### src/rtl/uart_rate_pkg.sv
package uart_rate_pkg;
  localparam int unsigned BYTE_W = 8;

  typedef struct packed {
    logic       dl_access;
    logic [2:0] parity;
    logic       stop_sel;
    logic [1:0] word_len;
  } line_ctl_t;

  // bit 6 deliberately not held
  function automatic line_ctl_t line_ctl_decode(input logic [BYTE_W-1:0] b);
    line_ctl_t r;
    r.dl_access = b[7];
    r.parity    = b[5:3];
    r.stop_sel  = b[2];
    r.word_len  = b[1:0];
    return r;
  endfunction
endpackage

### src/rtl/rate_regs.sv
module rate_regs
  import uart_rate_pkg::*;
#(
  parameter int unsigned DIV_W    = 16,
  parameter int unsigned ADDR_W   = 3,
  parameter int unsigned LCR_ADDR = 3
) (
  input  logic              clk_i,
  input  logic              rst_ni,
  input  logic              wr_en_i,
  input  logic [ADDR_W-1:0] addr_i,
  input  logic [BYTE_W-1:0] wdata_i,
  output line_ctl_t         lcr_o,
  output logic [DIV_W-1:0]  div_q_o,
  output logic [DIV_W-1:0]  div_nxt_o,
  output logic              div_load_o
);
  localparam int unsigned NBYTES = DIV_W / BYTE_W;

  line_ctl_t         lcr_q;
  logic [NBYTES-1:0] hit;

  always_ff @(posedge clk_i or negedge rst_ni) begin
    if (!rst_ni) lcr_q <= '0;
    else if (wr_en_i && addr_i == ADDR_W'(LCR_ADDR)) lcr_q <= line_ctl_decode(wdata_i);
  end

  for (genvar g = 0; g < NBYTES; g++) begin : g_div_byte
    logic [BYTE_W-1:0] byte_q;
    assign hit[g] = wr_en_i && lcr_q.dl_access && (addr_i == ADDR_W'(g));
    always_ff @(posedge clk_i or negedge rst_ni) begin
      if (!rst_ni) byte_q <= '0;
      else if (hit[g]) byte_q <= wdata_i;
    end
    assign div_q_o[g*BYTE_W +: BYTE_W]   = byte_q;
    assign div_nxt_o[g*BYTE_W +: BYTE_W] = hit[g] ? wdata_i : byte_q;
  end

  assign div_load_o = |hit;
  assign lcr_o      = lcr_q;
endmodule

### src/rtl/rate_counter.sv
module rate_counter #(
  parameter int unsigned DIV_W = 16
) (
  input  logic             clk_i,
  input  logic             rst_ni,
  input  logic             load_i,
  input  logic [DIV_W-1:0] load_val_i,
  input  logic [DIV_W-1:0] div_i,
  output logic             tick_o
);
  logic [DIV_W-1:0] cnt_q;

  // reload at 1 (or idle 0): a zero divisor parks the counter at 0
  always_ff @(posedge clk_i or negedge rst_ni) begin
    if (!rst_ni)                          cnt_q <= '0;
    else if (load_i)                      cnt_q <= load_val_i;
    else if (cnt_q <= DIV_W'(1))          cnt_q <= div_i;
    else                                  cnt_q <= cnt_q - DIV_W'(1);
  end

  assign tick_o = (cnt_q == DIV_W'(1));
endmodule

### src/rtl/uart_rate_ctrl.sv
module uart_rate_ctrl
  import uart_rate_pkg::*;
#(
  parameter int unsigned DIV_W    = 16,
  parameter int unsigned ADDR_W   = 3,
  parameter int unsigned LCR_ADDR = 3
) (
  input  logic              clk_i,
  input  logic              rst_ni,
  input  logic              wr_en_i,
  input  logic [ADDR_W-1:0] addr_i,
  input  logic [7:0]        wdata_i,
  output logic              tick16_o,
  output logic [DIV_W-1:0]  divisor_o,
  output logic [1:0]        word_len_o,
  output logic              stop_sel_o,
  output logic [2:0]        parity_sel_o,
  output logic              dl_access_o
);
  line_ctl_t        lcr;
  logic [DIV_W-1:0] div_q, div_nxt;
  logic             div_load;

  rate_regs #(
    .DIV_W(DIV_W), .ADDR_W(ADDR_W), .LCR_ADDR(LCR_ADDR)
  ) u_regs (
    .clk_i(clk_i), .rst_ni(rst_ni), .wr_en_i(wr_en_i), .addr_i(addr_i),
    .wdata_i(wdata_i), .lcr_o(lcr), .div_q_o(div_q), .div_nxt_o(div_nxt),
    .div_load_o(div_load)
  );

  rate_counter #(.DIV_W(DIV_W)) u_cnt (
    .clk_i(clk_i), .rst_ni(rst_ni), .load_i(div_load), .load_val_i(div_nxt),
    .div_i(div_q), .tick_o(tick16_o)
  );

  assign divisor_o    = div_q;
  assign word_len_o   = lcr.word_len;
  assign stop_sel_o   = lcr.stop_sel;
  assign parity_sel_o = lcr.parity;
  assign dl_access_o  = lcr.dl_access;
endmodule

### config.mk
export PLATFORM = sky130hd
export DESIGN_NAME = uart_rate_ctrl
export DESIGN_NICKNAME = d
export VERILOG_FILES = /design/src/rtl/uart_rate_pkg.sv /design/src/rtl/rate_regs.sv /design/src/rtl/rate_counter.sv /design/src/rtl/uart_rate_ctrl.sv
export SDC_FILE = /design/constraint.sdc
export NUM_CORES = 1
export LEC_CHECK = 0
export ABC_AREA = 1
export BUFFER_PORTS_ARGS = -buffer_cell sky130_fd_sc_hd__buf_2
export CAP_MARGIN = 10
export CORE_MARGIN = 2
export CORE_UTILIZATION = 30
export CTS_BUF_LIST = sky130_fd_sc_hd__clkbuf_4
export DETAILED_ROUTE_END_ITERATION = 7
export PLACE_DENSITY_LB_ADDON = 0.12
export SETUP_SLACK_MARGIN = 0.5
export SLEW_MARGIN = 20
export SYNTH_ARGS = -nofsm -noshare
export SYNTH_HDL_FRONTEND = slang
export SYNTH_SLANG_ARGS = --single-unit
### constraint.sdc
create_clock -name clk_i -period 3.2 [get_ports clk_i]
set_clock_uncertainty 0.05 [all_clocks]
set_input_delay 0 -clock clk_i [delete_from_list [all_inputs] [get_ports clk_i]]
set_output_delay 0 -clock clk_i [all_outputs]
set_load 0.005 [all_outputs]
Word level (Yosys, flattened, before mapping)
Cells that the tools add are included.
Storage, ports and cells
  register bits: 39
  input port bits: 14
  output and inout port bits: 24
  word-level logic and storage cells: 22
Operators by class
  add/subtract/negate cells: 1
  $lt $le $gt $ge: 1
  equal/unequal tests: 3
  multiplexer cells: 4
  reductions and logical operators: 6
Operator list (count)
  $mux W16: 2
  $eq A16 B1 Y1 const B: 1
  $le A16 B1 Y1 const B: 1
  $mux W8: 2
  $sub A16 B1 Y16 const B: 1
  $logic_and A1 B1 Y1: 4
  $eq A3 B1 Y1 const B: 1
  $eq A3 B2 Y1 const B: 1
  $logic_not A3 Y1: 1
  $reduce_or A2 Y1: 1

Depth between registers and ports, before layout
  depth in word-level cells: 4
  gate-level depth with buffers: 12
  gate-level depth less buffers: 11

By module
A second synthesis with hierarchy kept.
Unflattened totals
  cell total of the unflattened synthesis: 320
  area, all modules: 2259.7 µm²
By module, submodules not included
  rate_counter: times used 1, cells each 214, area each 1281.2 µm²
  rate_regs: times used 1, cells each 106, area each 978.4 µm²

Worst setup path before layout
Ideal clock, no wire load.
  kind: reg-to-reg
  from: register u_cnt.cnt_q[0]
  to: register u_cnt.cnt_q[0]
  arrival time: 1.430 ns
  slack: 1.604 ns
  stages on the path, launching flop included: 12
  buffers on the path: 2
  period minus slack after synthesis: 1.596 ns
  cell sequence: dfrtp_1 > inv_1 > ha_1 > nand2_2 > nor2_4 > nand2_1 > nand2_1 > buf_6 > buf_8 > o21ai_0 > nand2_1 > nand2_1
On the way
  word-level cells in the longest chain between the ends: 3
RTL lines
  start, declared: line rate_counter.sv:11  | logic [DIV_W-1:0] cnt_q;
  start signal, assigned: line rate_counter.sv:16  | else if (load_i) cnt_q <= load_val_i;
  start signal, assigned: line rate_counter.sv:17  | else if (cnt_q <= DIV_W'(1)) cnt_q <= div_i;
  start signal, assigned: line rate_counter.sv:18  | else cnt_q <= cnt_q - DIV_W'(1);
  $sub A16 B1 Y16 / $le A16 B1 Y1 (equally long branches): line rate_counter.sv:18, rate_counter.sv:17
  $mux W16 (*): line rate_counter.sv:17
  $mux W16 (*): line rate_counter.sv:16
Mark *: on every way between the ends. The rest lies on a longest branch, timed or not.
A chain may end at the register's enable or synchronous reset.

Worst setup path in the final report
  from: register u_regs.lcr_q, in the netlist u_regs.lcr_o[6]
  to: register u_cnt.cnt_q[6]
On the way
  word-level cells in the longest chain between the ends: 4
RTL lines
  start, declared: line rate_regs.sv:20  | line_ctl_t lcr_q;
  start signal, assigned: line rate_regs.sv:25  | else if (wr_en_i && addr_i == ADDR_W'(LCR_ADDR)) lcr_q <= line_ctl_decode(wdata_i);
  $logic_and A1 B1 Y1 (2 in a row): line rate_regs.sv:30  | assign hit[g] = wr_en_i && lcr_q.dl_access && (addr_i == ADDR_W'(g));
  $mux W8
  via div_nxt[6]: line uart_rate_ctrl.sv:21  | logic [DIV_W-1:0] div_q, div_nxt;
  $mux W16: line rate_counter.sv:16
The timed path passes the listed nets, and every way through them passes these cells.

==> results.cfg <==
[status]
outcome = complete, no violations

[synth]
yosysUniqueCellTypes = 20
synthesis.area_um2 = 2100
yosysWarnings = 0
synth_top_cell_area_share = 0.464
synth.net_count = 317
ys_seq_area_frac = 0.464
syn_avg_cell_area_um2 = 6.99
syn_inst = 301
synth-seq-cells = 39
synth_top_cell_by_area = dfrtp_1
synthTopCellsByArea = dfrtp_1 46%, nand2_1 28%, o21ai_0 6.2%, inv_1 3.9%, nor2_1 3.9%

[min_path]
hold_path_class = primary input to flip-flop
whs_endpoint = u_cnt.cnt_q[0]$_DFF_PN0_
hold_start = addr_i[2]
min_path_cells = 4

[drt]
drt-total-wl_mm = 5.38
dr.pass1.iters = 4
viasPerCell = 4.26
wl_per_cell_um = 12.1
drt_iter0_markers = 53
ant_nets = 0
drc = 0
via_count = 1898

[sta]
fin_crit_sh = 0.732
maxSlewHeadroom = 0.406
rsz0062_at_grt = no
fin_setup_tns_ns = 0
hold_viol = 0
setup_viol = 0
slew_violations = 0
timing.fmax_mhz = 427
tightest_slew_ns = 0.891
period_needed_ns = 2.34

[die]
initial_utilization = 0.310
core-area_um2 = 6790
core.rowCount = 30
die_y_um = 87.8
top_level_ports = 38
die_w_um = 87.8
dieArea_um2 = 7700

[clock_network]
cts.clk_slew.worst_paths_ns = 0.11
cts_buffers = 5
clk_latency_ns = 0.34
root_buffer = clkbuf_4
cts_setup_buffers = 0
cts-htree-levels = 2
cts_tree = built
clockBufferDepth = 2
cts_sinks = 39

[place]
dp_hpwl_mm = 4.14
globalplace.congestion = 0.842
port-buffer-count = 37

[layout]
post-route-util = 0.371
antenna_cells = 0
final_nets = 365
final_common_cell = nand2_1
layout_common_cells = 159 x nand2_1, 39 x dfrtp_1, 37 x buf_2
syn_to_final_growth_pct = 19.9
drive_gt1_frac = 0.140

[setup_path]
r2r_setup_slack_ns = 0.86
startpoint_type = flip-flop
worstPathMaxFanout = 11
cpMostUsedCell = nand2_1
crit_chain = nand3b_1, nor2_1, buf_4, nand3_1, dlygate4sd3_1, nand2_1, nand2_1, nand2_1
rr_endpoint = u_cnt.cnt_q[6]$_DFF_PN0_
ff2ff_path_depth = 8
crit_arrival_ns = 2.58
cpLargestDelayFamily = simple AND/OR/NAND/NOR gates
cpPeakStageDelay_ns = 0.57
crit_buf_inv = 2
regToRegStartpoint = u_regs.lcr_o[6]$_DFFE_PN0P_
slowest_stage = nor2_1
worstSetupEndpointType = flip-flop
worstSetupPathType = flip-flop to flip-flop
crit_required_ns = 3.44

[global_route]
grt_max_degree = 40
grtUsageMet2 = 0.257
grt_pass1_vias = 1901
grt_overflow = 0
gr-usage-met1 = 0.214
grt_pass1_wl_mm = 9.31
gr-max-usage-layer = met2
antenna_found_initial = 0
met3_usage = 0.0273
grt_use_total = 0.158

[power_and_ir_drop]
vdd.ir_drop.worst_mv = 0.289
p_leak_nw = 1.38
powerDensity_nw_per_um2 = 730
fin_total_pwr_mw = 1.84

[run]
cap_violations = 0
metal layers:
metal	share of wire	wire length, um
met5	0	0
met4	0.020	105
met3	0.027	144
met2	0.46	2460
met1	0.50	2670
power breakdown:
part           internal (mW)  leakage (nW)  switching [mW]
Clock                 0.0900        0.0307           0.155
Combinational          0.306         0.850           0.467
Sequential             0.663         0.496           0.161
Total                   1.06          1.38           0.784
state kept, by name, indices dropped and copies added, names as in the netlist:
| name | cells |
|---|---|
| u_regs.g_div_byte.byte_q | 16 |
| u_regs.lcr_o | 7 |
| u_cnt.cnt_q | 16 |
synthesized netlist by cell type:
cell	instances
clkbuf_1	1
o21ai_0	26
nand2_1	159
nor4_1	1
xnor2_1	3
nand4_1	1
inv_1	22
buf_1	1
buf_8	1
nand3_1	9
buf_2	4
ha_1	2
nor2_1	22
buf_6	2
nand2_2	1
nor2_4	1
nand3b_1	2
dfrtp_1	39
nor2_2	2
xor2_1	2
logic make-up after synthesis:
kind of cell	Yosys count	share of synthesized area
buffers and inverters	31	0.0701
flip-flops	39	0.464
XOR/XNOR	5	0.0208
AND/OR/NAND/NOR	198	0.372
adder cells (fa/ha/maj)	2	0.0119
AO/OA/AOI/OAI	26	0.0618
metrics by stage:
stage / setup WS [ns] / area [um^2] / std cells / hold WS, ns
floorplan: 1.60 / 2100 / 301 / -0.346
finish: 0.857 / 2520 / 446 / 0.0427
CTS: 0.860 / 2520 / 446 / 0.0286
detailed placement: 1.08 / 2360 / 427 / 0.123
global route: 0.707 / 2520 / 446 / 0.0643
global placement: 1.04 / 2360 / 427 / 0.135
worst register-to-register path, cell delays in order (launching register included):
cell           delay [ns]
dfrtp_1              0.38
nand3b_1             0.08
nor2_1               0.57
buf_4                0.31
nand3_1              0.08
dlygate4sd3_1        0.56
nand2_1              0.10
nand2_1              0.07
nand2_1              0.10
what timing repair did:
| action | in CTS | in global routing |
|---|---|---|
| resized for setup | 0 | 0 |
| setup endpoints to repair | 0 | 0 |
| hold buffers | 11 | 0 |
| endpoints found under the hold margin | 52 | 0 |
how the worst max path moves through the flow:
stage | from | end | cells past startpoint
after global routing | u_regs.lcr_o[6]$_DFFE_PN0P_ | u_cnt.cnt_q[6]$_DFF_PN0_ | 8
after floorplan | u_cnt.cnt_q[0]$_DFF_PN0_ | u_cnt.cnt_q[0]$_DFF_PN0_ | 11
after CTS | u_regs.lcr_o[6]$_DFFE_PN0P_ | u_cnt.cnt_q[6]$_DFF_PN0_ | 8
after detailed placement | u_cnt.cnt_q[0]$_DFF_PN0_ | u_cnt.cnt_q[9]$_DFF_PN0_ | 12
final | u_regs.lcr_o[6]$_DFFE_PN0P_ | u_cnt.cnt_q[6]$_DFF_PN0_ | 8
after global placement | u_cnt.cnt_q[0]$_DFF_PN0_ | u_cnt.cnt_q[11]$_DFF_PN0_ | 12
final cells by class:
class | count | area (um^2)
multi-input cells | 231 | 981
fillers | 756 | 4270
clock buffers | 6 | 45.0
repair buffers | 50 | 310
well taps | 96 | 120
flip-flops and latches | 39 | 976
inverters | 22 | 82.6
clock inverters | 2 | 7.51
Note: power is estimated with default switching activity, not from simulation.
